## config.mk

```make
export PLATFORM = sky130hd
export DESIGN_NAME = pci_bar_bank
export DESIGN_NICKNAME = d
export VERILOG_FILES = /design/src/rtl/bar_bank_pkg.sv /design/src/rtl/bar_slot_decode.sv /design/src/rtl/bar_slot_reg.sv /design/src/rtl/pci_bar_bank.sv
export SDC_FILE = /design/constraint.sdc
export NUM_CORES = 1
export LEC_CHECK = 0
export ABC_AREA = 1
export BUFFER_PORTS_ARGS = -buffer_cell sky130_fd_sc_hd__buf_2
export CAP_MARGIN = 20
export CORE_UTILIZATION = 58
export CTS_BUF_LIST = sky130_fd_sc_hd__clkbuf_4 sky130_fd_sc_hd__clkbuf_8 sky130_fd_sc_hd__clkbuf_16
export DETAILED_ROUTE_END_ITERATION = 8
export PLACE_DENSITY = 0.8
export SETUP_SLACK_MARGIN = 0.1
export SYNTH_ARGS = -nofsm -noshare
export SYNTH_HDL_FRONTEND = slang
export SYNTH_SLANG_ARGS = --single-unit
```

## constraint.sdc

```tcl
create_clock -name clk -period 2.05 [get_ports clk]
set_input_delay 0.3075 -clock clk [delete_from_list [all_inputs] [get_ports clk]]
set_output_delay 0.3075 -clock clk [all_outputs]
set_load 0.01 [all_outputs]
```

## src/rtl/bar_bank_pkg.sv

```systemverilog
package bar_bank_pkg;

  localparam int MAX_SLOTS = 6;
  localparam logic [7:0] FIRST_OFFSET = 8'h10;

  typedef enum logic [1:0] {
    KIND_NONE  = 2'd0,
    KIND_IO    = 2'd1,
    KIND_MEM32 = 2'd2,
    KIND_MEM64 = 2'd3
  } bar_kind_e;

  function automatic int slots_for_header(input int hdr);
    case (hdr)
      0:       return 6;
      1:       return 2;
      default: return 1;
    endcase
  endfunction

  // A slot is the upper half when the slot below opens a 64-bit window
  // and is not itself an upper half.
  function automatic bit is_upper_half(input logic [2*MAX_SLOTS-1:0] kinds, input int idx);
    bit up;
    up = 1'b0;
    for (int j = 0; j < idx; j++)
      up = !up && (kinds[2*j +: 2] == KIND_MEM64);
    return up;
  endfunction

  function automatic int slot_log2(input logic [6*MAX_SLOTS-1:0] sizes, input int idx, input bit up);
    int src;
    src = (up && idx > 0) ? idx - 1 : idx;
    return int'(sizes[6*src +: 6]);
  endfunction

  function automatic logic [31:0] addr_mask(input logic [1:0] kind, input int lg, input bit up);
    logic [63:0] full;
    int l;
    l = lg;
    if (up) begin
      if (l < 4)  l = 4;
      if (l > 63) l = 63;
      full = ~((64'd1 << l) - 64'd1);
      return full[63:32];
    end
    case (kind)
      KIND_IO: begin
        if (l < 2)  l = 2;
        if (l > 31) l = 31;
      end
      KIND_MEM32: begin
        if (l < 4)  l = 4;
        if (l > 31) l = 31;
      end
      KIND_MEM64: begin
        if (l < 4)  l = 4;
        if (l > 63) l = 63;
      end
      default: return 32'h0;
    endcase
    full = ~((64'd1 << l) - 64'd1);
    return full[31:0];
  endfunction

  function automatic logic [31:0] type_bits(input logic [1:0] kind, input bit pref, input bit up);
    if (up) return 32'h0;
    case (kind)
      KIND_IO:    return 32'h1;
      KIND_MEM32: return {28'h0, pref, 3'b000};
      KIND_MEM64: return {28'h0, pref, 3'b100};
      default:    return 32'h0;
    endcase
  endfunction

endpackage

```

## src/rtl/bar_slot_decode.sv

```systemverilog
module bar_slot_decode
  import bar_bank_pkg::*;
#(
  parameter int NUM_SLOTS = 6
) (
  input  logic [7:0]           addr,
  output logic [NUM_SLOTS-1:0] hit,
  output logic                 in_range
);

  localparam logic [7:0] SPAN = 8'(4 * NUM_SLOTS);

  logic [7:0] rel;
  logic       unused_lsb;

  assign rel        = addr - FIRST_OFFSET;
  assign in_range   = (addr >= FIRST_OFFSET) && (rel < SPAN);
  assign unused_lsb = ^rel[1:0];

  for (genvar i = 0; i < NUM_SLOTS; i++) begin : g_hit
    assign hit[i] = in_range && (rel[7:2] == 6'(i));
  end

  always_comb begin

    hit_onehot_chk: assert ($onehot0(hit));

    if (!in_range) begin
      hit_none_chk: assert (hit == '0);
    end
  end

endmodule

```

## src/rtl/bar_slot_reg.sv

```systemverilog
module bar_slot_reg #(
  parameter logic [31:0] WMASK = 32'h0,
  parameter logic [31:0] FIXED = 32'h0
) (
  input  logic        clk,
  input  logic        rst_n,
  input  logic        wr_en,
  input  logic [3:0]  be,
  input  logic [31:0] wdata,
  output logic [31:0] rdata
);

  logic [31:0] q;

  always_ff @(posedge clk) begin
    if (!rst_n) begin
      q <= '0;
    end else if (wr_en) begin
      for (int b = 0; b < 4; b++)
        if (be[b]) q[8*b +: 8] <= wdata[8*b +: 8] & WMASK[8*b +: 8];
    end
  end

  assign rdata = q | FIXED;


  idle_hold_chk: assert property (@(posedge clk) disable iff (!rst_n)
    !wr_en |=> $stable(rdata));

  for (genvar b = 0; b < 4; b++) begin : g_lane

    lane_hold_chk: assert property (@(posedge clk) disable iff (!rst_n)
      (wr_en && !be[b]) |=> $stable(rdata[8*b +: 8]));
  end

endmodule

```

## src/rtl/pci_bar_bank.sv

```systemverilog
module pci_bar_bank
  import bar_bank_pkg::*;
#(
  parameter int                          HDR_TYPE  = 0,
  parameter logic [2*MAX_SLOTS-1:0]      SLOT_KIND = 12'h0CD,
  parameter logic [6*MAX_SLOTS-1:0]      SLOT_LOG2 = {6'd0, 6'd0, 6'd20, 6'd0, 6'd33, 6'd5},
  parameter logic [MAX_SLOTS-1:0]        SLOT_PREF = 6'b001000
) (
  input  logic        clk,
  input  logic        rst_n,
  input  logic        req_valid,
  output logic        req_ready,
  input  logic        req_write,
  input  logic [7:0]  req_addr,
  input  logic [3:0]  req_be,
  input  logic [31:0] req_wdata,
  output logic        rsp_valid,
  input  logic        rsp_ready,
  output logic [31:0] rsp_data
);

  localparam int NUM_SLOTS = slots_for_header(HDR_TYPE);

  logic                 req_fire;
  logic [NUM_SLOTS-1:0] slot_hit;
  logic                 addr_ok;
  logic [31:0]          slot_rd [NUM_SLOTS];
  logic [31:0]          rd_mux;

  assign req_ready = !rsp_valid || rsp_ready;
  assign req_fire  = req_valid && req_ready;

  bar_slot_decode #(.NUM_SLOTS(NUM_SLOTS)) u_decode (
    .addr     (req_addr),
    .hit      (slot_hit),
    .in_range (addr_ok)
  );

  for (genvar i = 0; i < NUM_SLOTS; i++) begin : g_slot
    localparam bit          UP   = is_upper_half(SLOT_KIND, i);
    localparam logic [1:0]  KIND = SLOT_KIND[2*i +: 2];
    localparam int          LG   = slot_log2(SLOT_LOG2, i, UP);
    localparam logic [31:0] WM   = addr_mask(KIND, LG, UP);
    localparam logic [31:0] FX   = type_bits(KIND, SLOT_PREF[i], UP);

    if (UP || KIND != KIND_NONE) begin : g_reg
      bar_slot_reg #(.WMASK(WM), .FIXED(FX)) u_reg (
        .clk   (clk),
        .rst_n (rst_n),
        .wr_en (req_fire && req_write && slot_hit[i]),
        .be    (req_be),
        .wdata (req_wdata),
        .rdata (slot_rd[i])
      );
    end else begin : g_none
      assign slot_rd[i] = '0;

      none_read_zero_chk: assert property (@(posedge clk) disable iff (!rst_n)
        (req_fire && !req_write && slot_hit[i]) |=> (rsp_data == '0));
    end
  end

  always_comb begin
    rd_mux = '0;
    for (int i = 0; i < NUM_SLOTS; i++)
      if (slot_hit[i]) rd_mux = rd_mux | slot_rd[i];
  end

  always_ff @(posedge clk) begin
    if (!rst_n) begin
      rsp_valid <= 1'b0;
      rsp_data  <= '0;
    end else if (req_fire && !req_write) begin
      rsp_valid <= 1'b1;
      rsp_data  <= rd_mux;
    end else if (rsp_ready) begin
      rsp_valid <= 1'b0;
    end
  end


  stall_hold_chk: assert property (@(posedge clk) disable iff (!rst_n)
    (rsp_valid && !rsp_ready) |=> (rsp_valid && $stable(rsp_data)));


  stall_block_chk: assert property (@(posedge clk) disable iff (!rst_n)
    (rsp_valid && !rsp_ready) |-> !req_ready);


  out_range_chk: assert property (@(posedge clk) disable iff (!rst_n)
    (req_fire && !req_write && !addr_ok) |=> (rsp_valid && rsp_data == '0));

endmodule

```

## Word level (Yosys, flattened, before mapping)

Cells that the tools add are included.

- Register bits after elaboration: 135
- Output and inout bits: 34
- Bits of input ports: 49
- Word-level logic and storage cells: 65

- Add/sub/neg operators: 1
- Equal/unequal tests: 4
- Muxes and demuxes: 7
- Order comparisons: 2
- Bitwise logic cells: 3
- Reduce and logical (&&, ||, !) cells: 32

Operators by type and width:

| kind | number |
|---|---|
| two-way mux 32 bit | 4 |
| OR 32 bit | 3 |
| AND reduction 2 bit | 14 |
| logical AND 1 bit | 13 |
| == test 6 x 2 -> 1 bit, second input constant | 2 |
| greater-or-equal comparator 8 x 5 -> 1 bit, second input constant | 1 |
| less-than comparator 8 x 5 -> 1 bit, second input constant | 1 |
| subtractor 8 x 5 -> 8 bit, second input constant | 1 |
| == test 6 x 1 -> 1 bit, second input constant | 1 |
| == test 6 x 3 -> 1 bit, second input constant | 1 |
| logical NOT 6 bit | 1 |
| two-way mux 3 bit | 1 |
| logical NOT 1 bit | 2 |
| two-way mux 1 bit | 2 |
| nonzero test 2 bit | 1 |
| logical OR 1 bit | 1 |

## Depth between registers and ports, before layout

Gate-level depths: netlist of the first run.

- Depth in word-level cells: 12
- Depth in mapped cells: 13
- Depth with buffers taken out: 12

## Hierarchy

A second synthesis of the first run with hierarchy kept.

- Cells, all modules: 1347
- Area total of the unflattened synthesis: 7686.1 um^2

By module, submodules not included:

| module | area each (um^2) | times used | cells each | seq. area each (um^2) |
|---|---|---|---|---|
| pci_bar_bank | 2837.7 | 1 | 593 | 660.6 |
| bar_slot_reg (g_slot[4].g_reg.u_reg) | 1306.3 | 1 | 203 | 640.6 |
| bar_slot_reg (g_slot[2].g_reg.u_reg) | 1275.0 | 1 | 199 | 620.6 |
| bar_slot_reg (g_slot[0].g_reg.u_reg) | 1149.9 | 1 | 179 | 540.5 |
| bar_slot_reg (g_slot[3].g_reg.u_reg) | 654.4 | 1 | 98 | 240.2 |
| bar_slot_reg (g_slot[1].g_reg.u_reg) | 247.7 | 1 | 34 | 0.0 |
| bar_slot_decode | 215.2 | 1 | 41 | 0.0 |

## Least setup slack after synthesis of the first run

OpenSTA, ideal clock, no wires.

- Kind: input port to flip-flop
- Start: in req_addr[4]
- End: reg g_slot[2].g_reg.u_reg.q[26]
- Setup slack: 329 ps
- Required time: 1937 ps
- Arrival: 1608 ps
- Library setup time: 113 ps
- Stages: 12
- Path buffers: 1
- Path through: inv_1 > ha_1 > inv_1 > nand2_1 > nand2_2 > nor2_8 > nand3_1 > nor2_2 > buf_4 > nand3_1 > nand2_1 > nor2_1

- Cells in the longest elaborated chain, start to end: 6
- Elaborated cells between the ends (all ways): 8
- Those cells by class: add/sub (1); order compare (2); eq/ne (1); reduce/logical (4)

Ends and longest elaborated chain:

| what | RTL line | RTL |
|---|---|---|
| start: declaration | pci_bar_bank.sv:14 | `input logic [7:0] req_addr,` |
| subtractor 8 x 5 -> 8 bit | bar_slot_decode.sv:16 | `assign rel = addr - FIRST_OFFSET;` |
| less-than comparator 8 x 5 -> 1 bit | bar_slot_decode.sv:17 | `assign in_range = (addr >= FIRST_OFFSET) && (rel < SPAN);` |
| logical AND 1 bit | bar_slot_decode.sv:17 |  |
| logical AND 1 bit * | bar_slot_decode.sv:21 | `assign hit[i] = in_range && (rel[7:2] == 6'(i));` |
| logical AND 1 bit * | pci_bar_bank.sv:50 | `.wr_en (req_fire && req_write && slot_hit[i]),` |
| AND reduction 2 bit (no source line) * | - |  |
| end signal: indexed assignment | bar_slot_reg.sv:20 | `if (be[b]) q[8*b +: 8] <= wdata[8*b +: 8] & WMASK[8*b +: 8];` |
| end: declaration | bar_slot_reg.sv:13 | `logic [31:0] q;` |

Every way passes the cells marked *; elsewhere a longest branch is shown, timed or not.
A chain may end at the register's enable or synchronous reset.

## Worst setup path after layout of the first run

- Start: reg rsp_valid
- End: reg g_slot[0].g_reg.u_reg.q[25]

- Cells in the longest elaborated chain, start to end: 6

Ends and longest elaborated chain:

| what | RTL line | RTL |
|---|---|---|
| start: declaration | pci_bar_bank.sv:17 | `output logic rsp_valid,` |
| start signal: assignment | pci_bar_bank.sv:71 | `rsp_valid <= 1'b0;` |
| start signal: assignment | pci_bar_bank.sv:74 | `rsp_valid <= 1'b1;` |
| start signal: assignment | pci_bar_bank.sv:77 | `rsp_valid <= 1'b0;` |
| logical NOT 1 bit | pci_bar_bank.sv:30 | `assign req_ready = !rsp_valid \|\| rsp_ready;` |
| logical OR 1 bit | pci_bar_bank.sv:30 |  |
| logical AND 1 bit | pci_bar_bank.sv:31 | `assign req_fire = req_valid && req_ready;` |
| logical AND 1 bit (2 in series) | pci_bar_bank.sv:50 |  |
| AND reduction 2 bit (no source line) | - |  |
| end signal: indexed assignment | bar_slot_reg.sv:20 |  |
| end: declaration | bar_slot_reg.sv:13 |  |

No other way between the ends.

==> out/qor.yml, run 1 <==
ys_async_sr_fraction_pct: 0
setup_viol: 0
area_growth_pct: 19.2
hold_viol: 0
holdPathStages: 5
port_buffers: 80
layout-drive-gt1-share_pct: 17.4
cp_max_fo: 8
total_power_mw: 6.08
synth-main-ff-cell: "dfxtp_1"
rows: 38
required_ns: 2.52
fin_crit_ns: 1.78
synth_largest_area_cell: "dfxtp_1"
maxCapViolations: 0
synth_cells: 959
wl_um: 16000
crit_arrival_ns: 2.25
grtUsageMet3_pct: 6.72
antenna_found_initial: 0
grt.total_usage_pct: 29.1
fill_cells: 920
cts_buffers: 17
ir_drop_mv: 0.600
fin_tns_setup_ns: 0
htreeDepth: 4
yosysMostFrequentCell: "nor2_1"
synth_fp_nets: 1011
insertion_delay_ns: 0.54
dpl.hpwl_um: 10400
grt_overflow_total: 0
synth.top_cell.area_share_pct: 41.7
outcome: "finished clean"
leakage_nw: 3.45
ys_seq_area_share_pct: 41.7
setup.worst_path.class: "flip-flop to flip-flop"
reg2reg_depth: 8
worst-slew-pin-transition_ns: 0.428
nNetsFinal: 1085
drc: 0
io_pins: 83
hold_class: "primary input to flip-flop"
place.gp.congestion: 0.829
max-slew-margin-rel_pct: 71.5
clock.fmax_mhz: 562
rsz0062_at_grt: "false"
max_stage_delay_ns: 0.37
critical_path.startpoint_type: "flip-flop"
cts-resized-gates: 0
cpMostUsedCell: "nor2_1"
clk_path_buf_depth: 2
ys_ff_latch: 135
met2_usage_pct: 47.2
power_density_nw_per_um2: 787
cts_tree: "yes"
synthTopCellsByArea: "dfxtp_1, nor2_1, nand2_1, nand3_1, nand4_1"
diodes: 0
dr_total_vias: 6232
syn_area_um2: 6480
drtPass1Iterations: 5
yosys-top-cells-count: "nor2_1, nand2_1, dfxtp_1"
grt_pass1_vias: 5560
die_area_um2: 11600
grt_pass1_wl_um: 26000
met1_usage_pct: 37.0
clk_pin_slew_ns: 0.06
drv_slew: 0
synth_edf_count: 0
syn_area_per_cell_um2: 6.76
skew_ns: 0.00761
clock-sinks: 135
initial_core_util_pct: 59.5
core_area_um2: 10900
ant_nets: 0
cts-root-buf: "clkbuf_8"
die_h_um: 108
top_usage_layer: "met2"
crit_path_end_kind: "flip-flop"
via_per_inst: 5.27
hold_buffers: 0
path_cells: "inv_1, o21ai_1, nor2_2, buf_4, nand4_4, nor2_4, nor2_1, nor2_1"
wl_per_cell_um: 13.5
crit_slowest_cell: "nor2_2"
grt_max_degree: 55
synth_cell_type_count: 28
yosys_warnings: 0
fin_crit_sh_pct: 86.7
postCtsSetupBuffers: 0
drtIter0Drc: 436
die_w_um: 108
[per-stage QoR]
step	setup slack, ns	instance area, um2	instances	hold WS, ns	util [%]
floorplan	0.329	6480	959	0.447	-
global placement	0.0766	7180	1154	0.454	65.9
detailed placement	0.0379	7180	1154	0.472	65.9
CTS	0.248	7720	1183	0.0959	70.9
global route	0.152	7720	1183	0.124	70.9
finish	0.272	7720	1183	0.116	70.9
[area by class of cell]
type | instances | area (um2) | area share (%)
clock inverters | 5 | 75.1 | 0.972
inverters | 65 | 246 | 3.19
multi-input cells | 702 | 3260 | 42.2
flip-flops and latches | 135 | 2700 | 35.0
well taps | 140 | 175 | 2.27
repair buffers | 112 | 793 | 10.3
clock buffers | 24 | 473 | 6.12
[layer usage]
| metal | share of wire [%] | vias to the layer above |
|---|---|---|
| met4 | 1.7 | 0 |
| li1 | - | 3202 |
| met3 | 7.0 | 27 |
| met5 | 0 | - |
| met2 | 47 | 220 |
| met1 | 44 | 2783 |
[cells by family after synthesis]
kind of cell	share of synthesized area, %
AND/OR/NAND/NOR	45.8
flip-flops	41.7
buffers and inverters	8.15
AO/OA/AOI/OAI	3.82
adder cells (fa/ha/maj)	0.579
[state kept, by name, summed over array words and instances (netlist names)]
signal,cells
g_slot.g_reg.u_reg.rdata,63
g_slot.g_reg.u_reg.q,39
rsp_data,32
rsp_valid,1
[worst paths after layout]
path | from | endpoint | slack [ns]
worst min register to register | g_slot[4].g_reg.u_reg.rdata[2]$_SDFFE_PN0P_ | rsp_data[2]$_SDFFE_PN0P_ | 0.48
worst min-delay path | req_wdata[3] | g_slot[2].g_reg.u_reg.rdata[3]$_SDFFE_PN0P_ | 0.12
worst max register to register | rsp_valid$_SDFFE_PN0P_ | g_slot[0].g_reg.u_reg.q[25]$_SDFFE_PN0P_ | 0.27
worst max-delay path | rsp_valid$_SDFFE_PN0P_ | g_slot[0].g_reg.u_reg.q[25]$_SDFFE_PN0P_ | 0.27
[where the power goes]
part           leakage (nW)  internal (mW)  total (mW)  switching [mW]
clock network         0.279           1.81        2.84            1.03
registers              1.09           2.67        2.69          0.0175
logic                  2.07          0.190       0.550           0.360
[worst max-delay path: cells and delay by family, from the launching register on]
kind | cells | cell delay, ns
compound gates | 1 | 0.12
buf+inv | 2 | 0.26
flops | 1 | 0.30
simple gates | 5 | 1.03
[layout by cell type, fill, tap and decap left out]
cell	n
nor2_1	262
or2_2	1
o21ai_1	1
nand3_1	127
buf_12	12
inv_4	1
nand4_4	3
nand2_4	1
nor2_4	12
ha_1	3
nand4_1	36
clkinv_2	3
bufinv_16	2
clkbuf_8	2
nand2_1	193
inv_2	6
nand3_4	3
buf_4	21
nor2_8	2
nand2_2	2
dfxtp_1	135
nor3_2	2
clkbuf_4	6
clkbuf_16	16
o21a_1	2
nor2_2	5
inv_1	58
nor3_4	2
o21ai_0	43
buf_2	79
a31oi_1	2
No activity file was read; power rests on OpenSTA's default activity.
==> inputs of run 2 (changes only) <==
clock period = 1.7 ns   (was 2.05 ns; I/O delays follow)
==> out/qor.yml, run 2 (synthesis gave the netlist of run 1 again) <==
max-slew-margin-rel_pct: 76.0
drtPass1Iterations: 8
postCtsSetupBuffers: 0
holdPathEnd: "g_slot[4].g_reg.u_reg.rdata[0]$_SDFFE_PN0P_"
setup.worst_path.class: "flip-flop to output port"
hold_class: "primary input to flip-flop"
total_power_mw: 7.65
core_area_um2: 10900
cts_buffers: 17
die_h_um: 108
register_area_um2: 2700
place.gp.congestion: 0.841
rsz0062_at_grt: "true"
cp_max_fo: 2
place_inst: 1172
setup_viol: 0
via_per_inst: 5.32
ant_nets: 0
io_pins: 83
grt_max_degree: 69
layout-drive-gt1-share_pct: 19.8
drv_slew: 0
fin_crit_ns: 1.57
rrSetupSlack_ns: 0.15
fin_tns_setup_ns: 0
nNetsFinal: 1104
wl_per_cell_um: 13.9
hold_viol: 0
crit_path_end_kind: "output port"
layout_common_cells: "nor2_1, nand2_1, dfxtp_1"
htreeDepth: 4
fin_crit_sh_pct: 92.2
r2r-end: "g_slot[2].g_reg.u_reg.rdata[15]$_SDFFE_PN0P_"
clock-sinks: 135
holdPathStages: 5
worst-slew-pin-transition_ns: 0.360
crit_arrival_ns: 1.31
clock.fmax_mhz: 638
die_area_um2: 11600
skew_ns: 0.00750
dr_total_vias: 6410
antenna_found_initial: 0
r2r_start: "rsp_valid$_SDFFE_PN0P_"
drtIter0Drc: 450
utilization_pct: 73.8
critical_path.startpoint_type: "flip-flop"
required_ns: 1.44
multi_input_area_um2: 3310
reg2reg_depth: 10
area_growth_pct: 23.9
power_density_nw_per_um2: 953
cts-root-buf: "clkbuf_8"
insertion_delay_ns: 0.54
cts_tree: "yes"
grt_pass1_vias: 5917
initial_core_util_pct: 59.5
clk_pin_slew_ns: 0.06
port_buffers: 80
leakage_nw: 3.58
grt_pass1_wl_um: 27200
hp-start: "req_wdata[0]"
outcome: "finished clean"
grt.total_usage_pct: 30.3
dpl.hpwl_um: 10800
grt_overflow_total: 0
pre_cts_ws_ns: -0.197
largest_reg_flops: 63
ir_drop_mv: 0.864
diodes: 0
fill_cells: 925
maxCapViolations: 0
wl_um: 16800
drc: 0
clk_path_buf_depth: 2
rows: 38
fin_ws_ns: 0.132
die_w_um: 108
layout.cells.most_common: "nor2_1"
layout.cells.non_filler: 1204
run 2: metal layers:
metal / up-vias / track usage [%] / part of all wire [%]
met2: 236 / 50.5 / 48
li1: 3242 / - / -
met4: 0 / 13.1 / 2.1
met3: 33 / 7.45 / 8.0
met1: 2899 / 37.0 / 42
met5: - / 0 / 0
run 2: through the flow:
stage,area (um2),hold WS (ns)
2_1_floorplan,6540,0.445
3_3_place_gp,7390,0.455
3_5_place_dp,7390,0.469
4_1_cts,7990,0.0176
5_1_grt,8030,0.0547
6_report,8030,0.0456
run 2: report_power, final:
group          switching (mW)  internal, mW
Clock                    1.33          2.39
Sequential             0.0226          3.22
Combinational           0.452         0.253
run 2: layout make-up:
type	count	area share [%]
Inverter	65	3.10
Clock buffer	23	5.95
Clock inverter	8	1.51
Sequential cell	135	33.7
Multi-Input combinational cell	702	41.3
Tap cell	140	2.18
Timing Repair Buffer	131	12.3
run 2: worst max path at each step:
stage	from	slack [ns]	cells past startpoint	to
finish	rsp_valid$_SDFFE_PN0P_	0.13	3	req_ready
CTS	rsp_valid$_SDFFE_PN0P_	0.09	3	req_ready
floorplan	req_addr[4]	0.13	10	g_slot[0].g_reg.u_reg.q[31]$_SDFFE_PN0P_
global placement	req_addr[5]	-0.10	13	g_slot[3].g_reg.u_reg.q[24]$_SDFFE_PN0P_
detailed placement	req_addr[5]	-0.20	11	g_slot[2].g_reg.u_reg.rdata[5]$_SDFFE_PN0P_
global route	rsp_valid$_SDFFE_PN0P_	0.06	10	g_slot[2].g_reg.u_reg.rdata[1]$_SDFFE_PN0P_
run 2: what timing repair did:
item                                    4_1_cts  5_1_grt
gates cloned                                  0        1
gates resized for setup                       1        4
hold buffers                                  0        0
pin swaps                                     0        0
endpoints found under the setup margin       12       25
run 2: critical path, stage by stage (launching register included):
cell	delay (ns)
dfxtp_2	0.32
inv_1	0.05
or2_2	0.29
buf_6	0.13
==> inputs of run 3 (changes only) <==
CORE_ASPECT_RATIO = 1.4   (was default)
==> out/qor.yml, run 3 (synthesis gave the netlist of run 1 again) <==
r2r_start: "rsp_valid$_SDFFE_PN0P_"
holdPathEnd: "g_slot[4].g_reg.u_reg.rdata[0]$_SDFFE_PN0P_"
hp-start: "req_wdata[0]"
initial_core_util_pct: 59.7
cts-root-buf: "clkbuf_16"
fin_crit_ns: 1.51
rrSetupSlack_ns: 0.19
insertion_delay_ns: 0.42
grt_pass1_wl_um: 29500
grt_overflow_total: 0
drc: 0
drv_slew: 0
hold_buffers: 0
r2r-end: "g_slot[2].g_reg.u_reg.rdata[1]$_SDFFE_PN0P_"
cp_max_fo: 2
leakage_nw: 3.62
port_buffers: 80
layout.cells.most_common: "nor2_1"
crit_path_end_kind: "output port"
clock-sinks: 135
htreeDepth: 4
fill_cells: 849
clk_pin_slew_ns: 0.06
via_per_inst: 5.39
crit_arrival_ns: 1.26
grt_max_degree: 65
die_w_um: 91.4
max-slew-margin-rel_pct: 76.6
clock.fmax_mhz: 660
grt_pass1_vias: 6144
setup.worst_path.class: "flip-flop to output port"
hold_class: "primary input to flip-flop"
layout-drive-gt1-share_pct: 20.3
die_area_um2: 11600
largest_reg_flops: 63
cts_tree: "yes"
rsz0062_at_grt: "false"
layout_common_cells: "nor2_1, nand2_1, dfxtp_1"
dr_total_vias: 6532
dpl.hpwl_um: 11300
required_ns: 1.44
wl_per_cell_um: 14.7
place.gp.congestion: 0.861
antenna_found_initial: 0
wl_um: 17900
hold_viol: 0
fin_crit_sh_pct: 89.1
power_density_nw_per_um2: 991
diodes: 0
maxCapViolations: 0
drtPass1Iterations: 6
ir_drop_mv: 0.680
clk_path_buf_depth: 2
worst-slew-pin-transition_ns: 0.351
nNetsFinal: 1109
whs_ns: 0.178
drtIter0Drc: 557
critical_path.startpoint_type: "flip-flop"
setup_viol: 0
outcome: "finished clean"
holdPathStages: 5
grt.total_usage_pct: 32.2
cts_buffers: 17
io_pins: 83
reg2reg_depth: 10
ant_nets: 0
cp-startpoint: "rsp_valid$_SDFFE_PN0P_"
skew_ns: 0.00592
fin_tns_setup_ns: 0
core_area_um2: 10900
die_h_um: 127
area_growth_pct: 25.2
rows: 45
-- run 3: through the flow --
| step | instances | util [%] | total power, mW | setup WS (ns) | instance area [um2] |
|---|---|---|---|---|---|
| after floorplan | 959 | - | 3.74 | 0.125 | 6540 |
| after global placement | 1177 | 68.3 | 3.99 | -0.127 | 7420 |
| after detailed placement | 1177 | 68.3 | 4.01 | -0.162 | 7420 |
| after CTS | 1210 | 74.5 | 8.06 | 0.112 | 8090 |
| after global routing | 1211 | 74.7 | 8.30 | 0.101 | 8120 |
| final | 1211 | 74.7 | 8.04 | 0.185 | 8120 |
-- run 3: what timing repair did --
action,4_1_cts,5_1_grt
setup buffers,1,1
gates resized for setup,2,5
pin swaps,2,3
endpoints found under the setup margin,61,76
-- run 3: worst max-delay path by stage --
| stage | endpoint | slack [ns] |
|---|---|---|
| after floorplan | g_slot[0].g_reg.u_reg.q[31]$_SDFFE_PN0P_ | 0.13 |
| after global placement | g_slot[3].g_reg.u_reg.q[25]$_SDFFE_PN0P_ | -0.13 |
| after detailed placement | rsp_data[23]$_SDFFE_PN0P_ | -0.16 |
| after CTS | g_slot[2].g_reg.u_reg.rdata[29]$_SDFFE_PN0P_ | 0.11 |
| after global routing | g_slot[2].g_reg.u_reg.rdata[17]$_SDFFE_PN0P_ | 0.10 |
| final | req_ready | 0.19 |
-- run 3: cell type report --
type                            instances  area [um2]  area share (%)
Clock buffer                           21         462            5.69
Sequential cell                       135        2700            33.3
Inverter                               65         251            3.10
Multi-Input combinational cell        702        3330            41.0
Clock inverter                         11         196            2.42
Timing Repair Buffer                  136        1000            12.3
Tap cell                              141         176            2.17
-- run 3: critical path: stages (launching register included) --
cell and delay (ns):
dfxtp_1 0.34, inv_2 0.06, or2_2 0.30, buf_2 0.15
-- run 3: power by group --
group	internal [mW]	switching (mW)
registers	3.22	0.0225
logic	0.262	0.467
clock network	2.70	1.38
total	6.17	1.87
-- run 3: layer usage --
layer	wire, um	GRT usage [%]
met5	0	0
met4	743	18.2
met1	6840	35.8
met3	964	5.54
met2	9310	57.8
